`config.mk`:
```
export PLATFORM = sky130hd
export DESIGN_NAME = hamming_chunk_ecc
export DESIGN_NICKNAME = d
export VERILOG_FILES = /design/src/rtl/hce_pkg.sv /design/src/rtl/hce_accum.sv /design/src/rtl/hce_emit.sv /design/src/rtl/hamming_chunk_ecc.sv
export SDC_FILE = /design/constraint.sdc
export NUM_CORES = 1
export LEC_CHECK = 0
export BUFFER_PORTS_ARGS = -buffer_cell sky130_fd_sc_hd__buf_2
export CAP_MARGIN = 20
export CORE_UTILIZATION = 32
export CTS_CLUSTER_SIZE = 25
export DETAILED_ROUTE_END_ITERATION = 8
export MAX_ROUTING_LAYER = met4
export SYNTH_ARGS = -nofsm -noshare
export SYNTH_HDL_FRONTEND = slang
export SYNTH_SLANG_ARGS = --single-unit
```
`constraint.sdc`:
```
create_clock -name clk -period 1.85 [get_ports clk]
set_input_delay 0.2775 -clock clk [delete_from_list [all_inputs] [get_ports clk]]
set_output_delay 0.2775 -clock clk [all_outputs]
set_load 0.02 [all_outputs]
```
`src/rtl/hce_pkg.sv`:
```
package hce_pkg;
  localparam int BYTE_W     = 8;
  localparam int IDX_W      = $clog2(BYTE_W);
  localparam int ADDR_W     = 8;
  localparam int LINE_W     = 2 * ADDR_W;
  localparam int COL_W      = 2 * IDX_W;
  localparam int RAW_W      = LINE_W + COL_W;
  localparam int PAD_W      = 2;
  localparam int CODE_W     = ((RAW_W + PAD_W + BYTE_W - 1) / BYTE_W) * BYTE_W;
  localparam int CODE_BYTES = CODE_W / BYTE_W;

  typedef logic [RAW_W-1:0]  raw_t;
  typedef logic [CODE_W-1:0] code_t;

  // Shift the raw word up by the pad, widen to whole bytes, invert.
  function automatic code_t pack_code(input raw_t r);
    code_t w;
    w = code_t'({r, {PAD_W{1'b0}}});
    return ~w;
  endfunction
endpackage

```
`src/rtl/hce_accum.sv`:
```
module hce_accum
  import hce_pkg::*;
(
  input  logic              clk,
  input  logic              rst_n,
  input  logic              clr,
  input  logic              take,
  input  logic [BYTE_W-1:0] data,
  output logic              last,
  output logic              chunk_end,
  output logic              done_o,
  output raw_t              raw_o
);
  logic [ADDR_W-1:0] cnt_q;
  logic [LINE_W-1:0] line_q, line_nx;
  logic [COL_W-1:0]  col_q, col_nx;
  logic              par;

  assign par       = ^data;
  assign last      = &cnt_q;
  assign chunk_end = take & last;

  // Line parity: each address bit splits bytes into a true and a complement half.
  for (genvar k = 0; k < ADDR_W; k++) begin : g_line
    assign line_nx[2*k]   = line_q[2*k]   ^ (par & ~cnt_q[k]);
    assign line_nx[2*k+1] = line_q[2*k+1] ^ (par &  cnt_q[k]);
  end

  // Column parity: each bit-index bit splits the byte lanes into two halves.
  always_comb begin
    col_nx = col_q;
    for (int b = 0; b < BYTE_W; b++) begin
      for (int j = 0; j < IDX_W; j++) begin
        if (((b >> j) & 1) != 0) col_nx[2*j+1] = col_nx[2*j+1] ^ data[b];
        else                     col_nx[2*j]   = col_nx[2*j]   ^ data[b];
      end
    end
  end

  always_ff @(posedge clk or negedge rst_n) begin
    if (!rst_n) begin
      cnt_q  <= '0;
      line_q <= '0;
      col_q  <= '0;
      raw_o  <= '0;
      done_o <= 1'b0;
    end else begin
      done_o <= chunk_end;
      if (clr) begin
        cnt_q  <= '0;
        line_q <= '0;
        col_q  <= '0;
      end else if (take) begin
        cnt_q <= cnt_q + ADDR_W'(1);
        if (last) begin
          raw_o  <= {line_nx, col_nx};
          line_q <= '0;
          col_q  <= '0;
        end else begin
          line_q <= line_nx;
          col_q  <= col_nx;
        end
      end
    end
  end

  AST_WRAP_DONE: assert property (@(posedge clk) disable iff (!rst_n)
    chunk_end |=> (done_o && cnt_q == '0 && line_q == '0 && col_q == '0));
  AST_RAW_HELD: assert property (@(posedge clk) disable iff (!rst_n)
    !chunk_end |=> $stable(raw_o));
  AST_CLEAR_ZERO: assert property (@(posedge clk) disable iff (!rst_n)
    clr |=> (cnt_q == '0 && line_q == '0 && col_q == '0));
  AST_IDLE_FROZEN: assert property (@(posedge clk) disable iff (!rst_n)
    (!take && !clr) |=> ($stable(cnt_q) && $stable(line_q) && $stable(col_q)));
endmodule

```
`src/rtl/hce_emit.sv`:
```
module hce_emit
  import hce_pkg::*;
(
  input  logic              clk,
  input  logic              rst_n,
  input  logic              clr,
  input  logic              load,
  input  raw_t              raw,
  input  logic              m_ready,
  output code_t             code,
  output logic              m_valid,
  output logic [BYTE_W-1:0] m_data,
  output logic              busy
);
  localparam int              SEL_W    = $clog2(CODE_BYTES);
  localparam logic [SEL_W-1:0] LAST_SEL = SEL_W'(CODE_BYTES - 1);

  logic [BYTE_W-1:0] code_b [CODE_BYTES];
  logic [SEL_W-1:0]  sel_q;
  logic              pend_q;

  assign code = pack_code(raw);

  // Lane 0 is the most significant byte of the packed code.
  for (genvar i = 0; i < CODE_BYTES; i++) begin : g_lane
    assign code_b[i] = code[CODE_W-1-i*BYTE_W -: BYTE_W];
  end

  always_comb begin
    m_data = '0;
    for (int i = 0; i < CODE_BYTES; i++)
      if (sel_q == SEL_W'(i)) m_data = code_b[i];
  end

  assign m_valid = pend_q;
  assign busy    = pend_q;

  always_ff @(posedge clk or negedge rst_n) begin
    if (!rst_n) begin
      pend_q <= 1'b0;
      sel_q  <= '0;
    end else if (clr) begin
      pend_q <= 1'b0;
      sel_q  <= '0;
    end else if (load) begin
      pend_q <= 1'b1;
      sel_q  <= '0;
    end else if (pend_q && m_ready) begin
      if (sel_q == LAST_SEL) begin
        pend_q <= 1'b0;
        sel_q  <= '0;
      end else begin
        sel_q <= sel_q + SEL_W'(1);
      end
    end
  end

  AST_HOLD_BYTE: assert property (@(posedge clk) disable iff (!rst_n)
    (m_valid && !m_ready && !clr) |=> (m_valid && $stable(m_data)));
  AST_NO_LOAD_OVER: assert property (@(posedge clk) disable iff (!rst_n)
    load |-> !pend_q);
endmodule

```
`src/rtl/hamming_chunk_ecc.sv`:
```
module hamming_chunk_ecc
  import hce_pkg::*;
(
  input  logic              clk,
  input  logic              rst_n,
  input  logic              cfg_en,
  input  logic              cfg_stream,
  input  logic              ctl_clr,
  input  logic              s_valid,
  output logic              s_ready,
  input  logic [BYTE_W-1:0] s_data,
  output logic              m_valid,
  input  logic              m_ready,
  output logic [BYTE_W-1:0] m_data,
  output logic              chunk_done,
  output logic [RAW_W-1:0]  ecc_raw,
  output logic [CODE_W-1:0] ecc_code
);
  logic take, last, chunk_end, busy;

  assign s_ready = cfg_en & ~ctl_clr & ~(last & busy);
  assign take    = s_valid & s_ready;

  hce_accum i_accum (
    .clk       (clk),
    .rst_n     (rst_n),
    .clr       (ctl_clr),
    .take      (take),
    .data      (s_data),
    .last      (last),
    .chunk_end (chunk_end),
    .done_o    (chunk_done),
    .raw_o     (ecc_raw)
  );

  hce_emit i_emit (
    .clk     (clk),
    .rst_n   (rst_n),
    .clr     (ctl_clr),
    .load    (chunk_end & cfg_stream),
    .raw     (ecc_raw),
    .m_ready (m_ready),
    .code    (ecc_code),
    .m_valid (m_valid),
    .m_data  (m_data),
    .busy    (busy)
  );

  AST_OFF_NOT_READY: assert property (@(posedge clk) disable iff (!rst_n)
    !cfg_en |-> !s_ready);
  AST_NO_OVERRUN: assert property (@(posedge clk) disable iff (!rst_n)
    (last && m_valid) |-> !s_ready);
  AST_QUIET_NO_STREAM: assert property (@(posedge clk) disable iff (!rst_n)
    (chunk_end && !cfg_stream) |=> !m_valid);
  AST_CLR_BLOCKS: assert property (@(posedge clk) disable iff (!rst_n)
    ctl_clr |-> !s_ready);
endmodule

```
==> results of run 1 <==
## cells by family (layout without fill, tap and decap cells)
logic type	after synthesis	in the layout	share of synthesized area (%)
xor gates and xnor gates	27	27	8.32
AOI/OAI and AO/OA	89	89	19.9
buffers and inverters	55	139	7.78
DFF	56	56	46.4
adders and majority gates	1	1	0.414
and+or+nand+nor	103	103	16.7
muxes	1	1	0.372
other	1	2	0.124
## worst register-to-register path, stage by stage (launching register included)
cell and delay (ps):
dfrtp_1 420, ha_4 180, nand2_1 50, nand4_1 100, or2_4 320, or4_1 480
o211ai_1 110
## cell usage in the layout, fill, tap and decap left out, types with 3 or more instances in the layout
master | Yosys | final
buf_2 | 2 | 68
dfrtp_1 | 56 | 54
nand2_1 | 39 | 39
inv_1 | 30 | 30
o21ai_0 | 29 | 29
buf_4 | 3 | 25
xnor2_1 | 19 | 18
o211ai_1 | 18 | 18
nor2_1 | 16 | 14
nor3_1 | 12 | 12
nand3_1 | 11 | 11
a21oi_1 | 8 | 7
a22oi_1 | 7 | 7
o22ai_1 | 6 | 6
xor2_1 | 6 | 6
o41ai_1 | 6 | 6
clkbuf_8 | 0 | 5
or4_4 | 0 | 4
buf_6 | 2 | 4
nand4_1 | 3 | 3
xnor2_2 | 2 | 3
a32oi_1 | 3 | 3
o311ai_1 | 2 | 3
o311ai_0 | 4 | 3
or4_1 | 7 | 3
buf_12 | 0 | 3
## sequential cells by signal, summed over array words and instances (netlist names)
register	flops
i_accum.cnt_q	8
i_accum.col_q	6
i_accum.done_o	1
i_accum.line_q	16
i_accum.raw_o	22
i_emit.busy	1
i_emit.sel_q	2
## cell type report
class / count / area share, %
flip-flops and latches: 56 / 36.3
well taps: 111 / 3.60
multi-input cells: 223 / 37.5
inverters: 30 / 2.92
clock buffers: 5 / 1.78
clock inverters: 3 / 1.23
repair buffers: 101 / 16.7
## power groups by stage
stage          Sequential (mW)  Clock (mW)  Combinational, mW
6_report                  1.31       0.827              0.509
2_1_floorplan             1.32           0              0.293
3_3_place_gp              1.33           0              0.492
5_1_grt                   1.31       0.897              0.563
3_5_place_dp              1.33           0              0.500
4_1_cts                   1.31       0.837              0.505
## per-stage QoR
step | util, % | area, um2 | std cells
4_1_cts | 41.5 | 3820 | 529
6_report | 42.0 | 3860 | 529
2_1_floorplan | - | 3030 | 334
3_5_place_dp | 39.9 | 3670 | 520
5_1_grt | 42.0 | 3860 | 529
3_3_place_gp | 39.9 | 3670 | 520
## routing by layer
| metal | routed length [um] | part of all wire, % | up-vias | GRT usage [%] |
|---|---|---|---|---|
| met5 | 0 | 0 | - | - |
| met4 | 60 | 0.76 | 0 | 3.73 |
| met3 | 276 | 3.5 | 5 | 2.32 |
| met2 | 3800 | 48 | 63 | 27.8 |
| met1 | 3750 | 48 | 1320 | 22.7 |
| li1 | - | - | 1340 | - |
## what timing repair did
item                                    4_1_cts  5_1_grt
endpoints found under the setup margin       19       18
setup buffers                                 0        1
resized for setup                             8       13
hold endpoints to repair                     56        0
pin swaps                                     3        4
hold buffers                                  1        0
## path summary, 6_finish.rpt
| check | startpoint | end | slack [ps] | depth (start not counted) |
|---|---|---|---|---|
| worst min register to register | i_accum.col_q[3]$_DFFE_PN0P_ | i_accum.col_q[3]$_DFFE_PN0P_ | 510 | 2 |
| min in group asynchronous | rst_n | i_accum.raw_o[3]$_DFFE_PN0P_ | 480 | 3 |
| max in group asynchronous | rst_n | i_emit.sel_q[0]$_DFFE_PN0P_ | 1110 | 3 |
| worst min-delay path | s_valid | i_accum.done_o$_DFF_PN0_ | 280 | 3 |
| worst max register to register | i_accum.cnt_q[1]$_DFFE_PN0P_ | i_accum.raw_o[19]$_DFFE_PN0P_ | 110 | 6 |
| worst max-delay path | i_accum.cnt_q[1]$_DFFE_PN0P_ | s_ready | 2 | 6 |
==> results.txt, run 1 <==
----------------------------------------------------
[Outcome]
  Outcome ... finished, final reports clean

[Global route]
  Antenna violations before repair ... 0
  First-pass GRT wire length ... 13.0 mm
  Pin count of the biggest net entering global routing ... 57
  Global-route usage over all layers ... 17.0%
  Via count of the first global-routing pass ... 2565
  Remaining global-route overflow ... 0

[Timing]
  Largest clock skew in the final design ... 8.81 ps
  Worst Setup Slack, final ... 1.74 ps
  Final Hold Vio Count ... 0
  Worst slew margin relative to its limit ... 47.4%
  Finish-stage setup viols ... 0
  Actual transition at the worst max-transition pin ... 786 ps
  Post-layout min period ... 1850 ps
  Final-layout setup total negative slack ... 0 ps
  Achievable clock frequency ... 541 MHz
  Setup repair after global routing missed its margin ... true
  Worst hold slack ... 282 ps
  Post-route fraction of the period consumed by the critical path ... 99.9%
  Total count of max-transition violations in the final report ... 0

[Yosys]
  Combined area of all synthesized cells ... 3020 um2
  Top-count cell post-synth ... dfrtp_1
  Yosys warns ... 0
  Number of enable-type register cells in the synthesized netlist ... 0
  Most instantiated cells after synthesis ... dfrtp_1, nand2_1, inv_1
  Leading post-synthesis cells by cell area ... dfrtp_1, xnor2_1, nand2_1
  Top cell type by total area after synthesis ... dfrtp_1
  Average footprint of a synthesized cell ... 9.08 um2
  Fraction of registers with async set or reset after synthesis ... 100%
  Post-synthesis sequential area ratio ... 46.4%
  Mapped Cells ... 333
  Count of cell types in the netlist ... 45
  Fraction of post-synthesis cell area in the top cell type by area ... 46.4%
  Top flip-flop cell by instance count after synthesis ... dfrtp_1
  Synthesized flop and latch total ... 56

[Critical path]
  Delay of the slowest cell on the worst path ... 420 ps
  Classification of the worst setup path ... reg -> out
  Crit-path cells ... ha_4 > and3_4 > buf_6 > and2_4 > a21oi_2 > buf_4
  Worst-path fanout max ... 3
  Crit path buffers/inverters ... 2
  Worst setup SP type ... flip-flop
  Kind of capture point of the worst setup path ... output pin
  Critical Path Slowest Stage Cell ... dfrtp_1
  Arr. time, crit path ... 1570 ps
  Data required time at the worst endpoint ... 1570 ps
  Crit path max-delay family ... flip-flops

[Layout]
  Total of fill cells in the finished design ... 923
  Storage cell area ... 1400 um2
  Area of the multi-input gates ... 1450 um2
  Antenna Diode Count ... 0
  Final net count ... 433
  P&R area growth vs syn ... 27.8%
  Fraction of layout cells with a size suffix above 1 ... 30.9%

[Floorplanning]
  Area of the die ... 9840 um2
  Die outline height ... 99.2 um
  Die extent in x ... 99.2 um
  Total I/O pin count ... 72
  Number of core rows ... 35
  Core area ... 9200 um2
  Effective utilization at floorplan ... 32.9%

[Clock tree]
  Clock transition at path regs ... 100 ps
  Number of CTS-inserted buffers ... 5
  Clock insertion delay at the later pin of the skew report ... 320 ps
  Maximum root-to-sink buffer count ... 2
  Clk sink count ... 56
  Deepest level of the CTS H-tree ... 2
  Library cell used as clock root buffer ... clkbuf_8
  Clock tree from TritonCTS ... yes

[Detailed routing]
  First-pass iteration count of the detailed router ... 4
  Via count ... 2728
  DRC errors left ... 0
  Post-DRT Antenna Nets ... 0
  Total length of routed wires ... 7.89 mm
  Detail-routed via count per cell ... 5.16
  Iteration-0 DRC Markers ... 108
  Detailed-route wire length per cell ... 14.9 um

[Power]
  Net switching power ... 766 uW
  Internal power summed over all cells ... 1.88 mW
  Part of the total power dissipated in combinational logic ... 19.2%
  Power Density ... 685 nW/um2
  Fraction of power consumed by the clock network ... 31.3%
  Fraction of power spent switching nets ... 29.0%
  Portion of total power attributed to sequential cells ... 49.5%
  Leak Pwr ... 1.78 nW
  Post-layout power ... 2.64 mW
  Worst supply voltage drop on vdd ... 326 uV

[Placed design]
  Port-buffer cells ... 69
  Post-placement setup slack ... -104 ps
  HPWL after DPL ... 5.93 mm
  Weighted congestion at the end of routability-driven global placement ... 0.790

[Min path]
  Min-Delay Path Class ... in -> reg

[Flow run]
  Count of max-cap constraint violations ... 0

----------------------------------------------------
Note: power is estimated with default switching activity, not from simulation.
==> run 2, diff against run 1 <==
Settings changed: CORE_ASPECT_RATIO set to 0.5, HOLD_SLACK_MARGIN set to 0.05, PLACE_DENSITY set to 0.52.
==> run 2 against run 1 <==
Against the previous run:
- clock power up 21%
- power rose by 5.8%
- setup slack better by 89 ps
- clock skew down 1.2 ps
- global-route usage increased by 1.7 points
- non-clock buffer count is 3 higher
- via count grew 3.6%
- die area increased by 0.23%
- register-to-register slack worse by 20 ps
- critical path depth increased by 2
- combinational power decreased by 3%
- core utilization grew 1.6 points
==> results.txt, run 2 (synthesis gave the netlist of run 1 again) <==
----------------------------------------------------
[Detailed routing]
  First-pass iteration count of the detailed router ... 4
  Detail-routed via count per cell ... 5.26
  Iteration-0 DRC Markers ... 271
  DRC errors left ... 0
  Detailed-route wire length per cell ... 15.9 um
  Post-DRT Antenna Nets ... 0
  Total length of routed wires ... 8.53 mm
  Via count ... 2825

[Floorplanning]
  Total I/O pin count ... 72
  Effective utilization at floorplan ... 33.9%
  Die outline height ... 70.7 um
  Area of the die ... 9860 um2
  Core area ... 8920 um2
  Number of core rows ... 24
  Die extent in x ... 139 um

[Layout]
  Final net count ... 436
  Most frequent standard cell in the layout excluding fill and tap cells ... buf_2
  Registers with the most flip-flops ... i_accum.raw_o (22), i_accum.line_q (16), i_accum.cnt_q (8)
  Post-route design area ... 3890 um2
  Commonest cells after routing, fill and taps aside ... buf_2, dfrtp_1, nand2_1
  Register containing the most flip-flops in the final layout ... i_accum.raw_o
  Max FFs per register ... 22
  Area of the multi-input gates ... 1430 um2
  P&R area growth vs syn ... 28.6%
  Total of fill cells in the finished design ... 870
  Antenna Diode Count ... 0
  Fraction of layout cells with a size suffix above 1 ... 29.8%
  Storage cell area ... 1400 um2

[Clock tree]
  Clk sink count ... 56
  Clock tree from TritonCTS ... yes
  Library cell used as clock root buffer ... clkbuf_16
  Deepest level of the CTS H-tree ... 2
  Clock transition at path regs ... 70 ps
  Maximum root-to-sink buffer count ... 2
  Clock insertion delay at the later pin of the skew report ... 300 ps
  Number of CTS-inserted buffers ... 5

[Global route]
  Global-route usage over all layers ... 18.7%
  Via count of the first global-routing pass ... 2752
  Pin count of the biggest net entering global routing ... 39
  Antenna violations before repair ... 0
  First-pass GRT wire length ... 14.1 mm
  Remaining global-route overflow ... 0

[Power]
  Leak Pwr ... 1.81 nW
  Power Density ... 720 nW/um2
  Worst supply voltage drop on vdd ... 332 uV
  Portion of total power attributed to sequential cells ... 46.7%
  Part of the total power dissipated in combinational logic ... 17.6%
  Fraction of power spent switching nets ... 27.8%
  Internal power summed over all cells ... 2.02 mW
  Net switching power ... 778 uW
  Fraction of power consumed by the clock network ... 35.7%

[Timing]
  Post-layout min period ... 1760 ps
  Finish-stage setup viols ... 0
  Final-layout setup total negative slack ... 0 ps
  Post-route fraction of the period consumed by the critical path ... 95.1%
  Total count of max-transition violations in the final report ... 0
  Worst slew margin relative to its limit ... 40.1%
  Largest clock skew in the final design ... 7.62 ps
  Actual transition at the worst max-transition pin ... 895 ps
  Final Hold Vio Count ... 0
  Setup repair after global routing missed its margin ... true
  Achievable clock frequency ... 568 MHz

[Placed design]
  Port-buffer cells ... 69
  Total placed instance area ... 3670 um2
  Weighted congestion at the end of routability-driven global placement ... 0.802
  HPWL after DPL ... 6.33 mm

[Min path]
  Min-Delay Path Class ... in -> reg

[Critical path]
  Kind of capture point of the worst setup path ... flip-flop
  Worst setup SP type ... flip-flop
  Arr. time, crit path ... 1920 ps
  Data required time at the worst endpoint ... 2010 ps
  Worst-path fanout max ... 6
  Classification of the worst setup path ... reg -> reg

[Flow run]
  Count of max-cap constraint violations ... 0

[Outcome]
  Outcome ... finished, final reports clean

----------------------------------------------------
==> run 2: what timing repair did <==
item                                    CTS  global route
buffers inserted                          2             1
resized for setup                         7             7
hold buffers                              1             0
endpoints found under the setup margin   25            27
hold endpoints to repair                 19             0
pin swaps                                 3             0
==> run 2: per-layer routing <==
metal  up-vias  global-route usage [%]  part of all wire (%)
li1       1351                       -                     -
met1      1399                    25.9                    48
met2        67                    28.4                    45
met3         8                    2.91                   5.8
met4         0                    5.56                   1.0
met5         -                       -                     0
==> run 2: power by group through the flow <==
| stage | sequential [mW] | combinational [mW] | clock (mW) |
|---|---|---|---|
| final | 1.31 | 0.492 | 0.998 |
| after global routing | 1.31 | 0.539 | 1.07 |
| after CTS | 1.31 | 0.490 | 1.03 |
| after detailed placement | 1.33 | 0.484 | 0 |
| after global placement | 1.33 | 0.467 | 0 |
| after floorplan | 1.32 | 0.293 | 0 |
==> run 2: layout make-up <==
| class | instances | area share, % |
|---|---|---|
| clock buffer | 7 | 3.93 |
| inverter | 30 | 2.90 |
| multi-input combinational | 223 | 36.7 |
| sequential | 56 | 36.1 |
| tap | 117 | 3.77 |
| timing repair buffer | 104 | 16.6 |
==> run 2: path summary, 6_finish.rpt <==
check / startpoint / to / slack [ps] / cells after the start
setup / recovery: i_accum.cnt_q[1]$_DFFE_PN0P_ / i_accum.line_q[6]$_DFFE_PN0P_ / 90 / 8
setup reg to reg: i_accum.cnt_q[1]$_DFFE_PN0P_ / i_accum.line_q[6]$_DFFE_PN0P_ / 90 / 8
hold reg to reg: i_accum.col_q[2]$_DFFE_PN0P_ / i_accum.col_q[2]$_DFFE_PN0P_ / 500 / 2
max in group asynchronous: rst_n / i_emit.sel_q[1]$_DFFE_PN0P_ / 790 / 3
hold / removal: ctl_clr / i_emit.busy$_DFFE_PN0P_ / 290 / 3
min in group asynchronous: rst_n / i_accum.cnt_q[2]$_DFFE_PN0P_ / 470 / 2
==> run 2: worst max-delay path, stage by stage (launching register included) <==
cell and delay, ps:
dfrtp_1 390, ha_2 210, and3_4 170, a31oi_4 230
buf_6 150, o21ai_0 80, buf_4 170, o311ai_0 90
o41ai_1 150
==> run 2: per-stage QoR <==
step | setup slack (ps) | instances | power [mW] | util (%) | hold slack [ps]
finish | 90.5 | 537 | 2.80 | 43.6 | 294
global route | -18.6 | 537 | 2.93 | 43.6 | 303
CTS | 9.53 | 536 | 2.83 | 43.3 | 285
detailed placement | -212 | 527 | 1.82 | 41.2 | 274
global placement | -130 | 527 | 1.80 | 41.2 | 266
floorplan | 16.8 | 334 | 1.61 | - | -18.1
==> run 3, diff against run 2 <==
Settings changed: CELL_PAD_IN_SITES_DETAIL_PLACEMENT set to 1, CELL_PAD_IN_SITES_GLOBAL_PLACEMENT set to 1, PLACE_DENSITY 0.52 to 0.66.
==> run 3 against run 2 <==
Against the previous run:
- critical path depth down 2
- power is 1.0% higher
- non-clock buffer count is 1 lower
- global-route usage grew 2.5 points
- critical endpoint is now i_accum.raw_o[15]$_DFFE_PN0P_
- register-to-register slack worse by 40 ps
- maximum frequency decreased by 2.1%
- worst hold slack improved by 21 ps
==> results.txt, run 3 (synthesis gave the netlist of run 1 again) <==
----------------------------------------------------
[Outcome]
  Outcome ... finished, final reports clean

[Timing]
  Largest clock skew in the final design ... 5.09 ps
  Post-route fraction of the period consumed by the critical path ... 97.2%
  Worst slew margin relative to its limit ... 63.6%
  Post-layout min period ... 1800 ps
  Worst Setup Slack, final ... 51.9 ps
  Final Hold Vio Count ... 0
  Achievable clock frequency ... 556 MHz
  Finish-stage setup viols ... 0
  Actual transition at the worst max-transition pin ... 546 ps
  Setup repair after global routing missed its margin ... true
  Total count of max-transition violations in the final report ... 0

[Detailed routing]
  Post-DRT Antenna Nets ... 0
  Detail-routed via count per cell ... 5.22
  Total length of routed wires ... 9.44 mm
  First-pass iteration count of the detailed router ... 4
  DRC errors left ... 0
  Via count ... 2802
  Iteration-0 DRC Markers ... 139
  Detailed-route wire length per cell ... 17.6 um

[Min path]
  Min-Delay Path Class ... in -> reg

[Clock tree]
  Number of CTS-inserted buffers ... 5
  Maximum root-to-sink buffer count ... 2
  Deepest level of the CTS H-tree ... 2
  Library cell used as clock root buffer ... clkbuf_16
  Clock transition at path regs ... 70 ps
  Clk sink count ... 56
  Clock tree from TritonCTS ... yes
  Clock insertion delay at the later pin of the skew report ... 300 ps

[Layout]
  Fraction of layout cells with a size suffix above 1 ... 30.7%
  Most frequent standard cell in the layout excluding fill and tap cells ... buf_2
  Share of the core filled with cells in the final layout ... 43.8%
  Register containing the most flip-flops in the final layout ... i_accum.raw_o
  Final net count ... 435
  P&R area growth vs syn ... 29.1%
  Commonest cells after routing, fill and taps aside ... buf_2, dfrtp_1, nand2_1
  Registers with the most flip-flops ... i_accum.raw_o (22), i_accum.line_q (16), i_accum.cnt_q (8)
  Post-route design area ... 3900 um2
  Max FFs per register ... 22
  Antenna Diode Count ... 0

[Global route]
  Global-route usage over all layers ... 21.2%
  Antenna violations before repair ... 0
  Pin count of the biggest net entering global routing ... 36
  Via count of the first global-routing pass ... 2964
  First-pass GRT wire length ... 15.8 mm
  Remaining global-route overflow ... 0

[Flow run]
  Count of max-cap constraint violations ... 0

[Power]
  Post-layout power ... 2.83 mW
  Power Density ... 724 nW/um2
  Leak Pwr ... 1.80 nW
  Worst supply voltage drop on vdd ... 340 uV

[Critical path]
  Delay of the slowest cell on the worst path ... 480 ps
  Worst-path fanout max ... 9
  Critical Path Slowest Stage Cell ... or4_1
  Classification of the worst setup path ... reg -> reg
  Kind of capture point of the worst setup path ... flip-flop
  Arr. time, crit path ... 2010 ps
  Data required time at the worst endpoint ... 2060 ps
  Worst setup SP type ... flip-flop
  Crit-path cells ... ha_2 > nand2_1 > nand4_1 > or2_4 > or4_1 > o211ai_1

[Floorplanning]
  Die outline height ... 70.7 um
  Number of core rows ... 24
  Die extent in x ... 139 um
  Core area ... 8920 um2
  Total I/O pin count ... 72
  Area of the die ... 9860 um2
  Effective utilization at floorplan ... 33.9%

[Placed design]
  Total placed instance area ... 3650 um2
  Post-placement setup slack ... -218 ps
  Port-buffer cells ... 69
  HPWL after DPL ... 7.08 mm
  Weighted congestion at the end of routability-driven global placement ... 0.820

----------------------------------------------------
==> run 3: final timing paths <==
check,slack [ps],depth (start not counted),start,end
max,50,6,i_accum.cnt_q[0]$_DFFE_PN0P_,i_accum.raw_o[15]$_DFFE_PN0P_
min,320,3,cfg_en,i_accum.done_o$_DFF_PN0_
max reg2reg,50,6,i_accum.cnt_q[0]$_DFFE_PN0P_,i_accum.raw_o[15]$_DFFE_PN0P_
min reg2reg,510,1,i_accum.col_q[4]$_DFFE_PN0P_,i_accum.col_q[4]$_DFFE_PN0P_
max in group asynchronous,760,3,rst_n,i_emit.sel_q[1]$_DFFE_PN0P_
min in group asynchronous,500,2,rst_n,i_accum.cnt_q[6]$_DFFE_PN0P_
==> run 3: report_power, final <==
| group | internal [mW] | leakage [nW] | switching, mW | total, mW |
|---|---|---|---|---|
| Clock | 0.543 | 0.0712 | 0.450 | 0.993 |
| Sequential | 1.27 | 0.689 | 0.0469 | 1.31 |
| Combinational | 0.200 | 1.04 | 0.321 | 0.521 |
| Total | 2.01 | 1.80 | 0.818 | 2.83 |
==> run 3: cell type report <==
cell class	instances	area (um2)
timing repair buffer	103	647
inverter	30	113
clock buffer	8	146
sequential	56	1400
multi-input combinational	223	1450
fill	1055	5010
tap	117	146
==> run 3: repair_timing <==
item	4_1_cts	5_1_grt
hold buffers	1	0
resized for setup	9	12
gates cloned	0	0
buffers inserted	0	6
pin swaps	1	4
endpoints found under the hold margin	21	0
endpoints found under the setup margin	36	33
==> run 3: critical path: cells and delay by family, from the launching register on <==
kind                     cells  cell delay, ps
AND/OR/NAND/NOR              4            1000
adder cells (fa/ha/maj)      1             210
flip-flops                   1             390
AO/OA/AOI/OAI                1             110
==> run 3: per-layer routing <==
metal / part of all wire (%) / track usage [%]
met5: 0 / -
met4: 1.1 / 5.06
met3: 3.8 / 4.40
met2: 46 / 33.6
met1: 49 / 27.9
==> run 3: through the flow <==
step	TNS, ps	hold WS (ps)	instances
CTS	0	305	531
global placement	-1730	282	522
finish	0	315	537
global route	-94.4	337	537
detailed placement	-3450	286	522
floorplan	0	-18.1	334
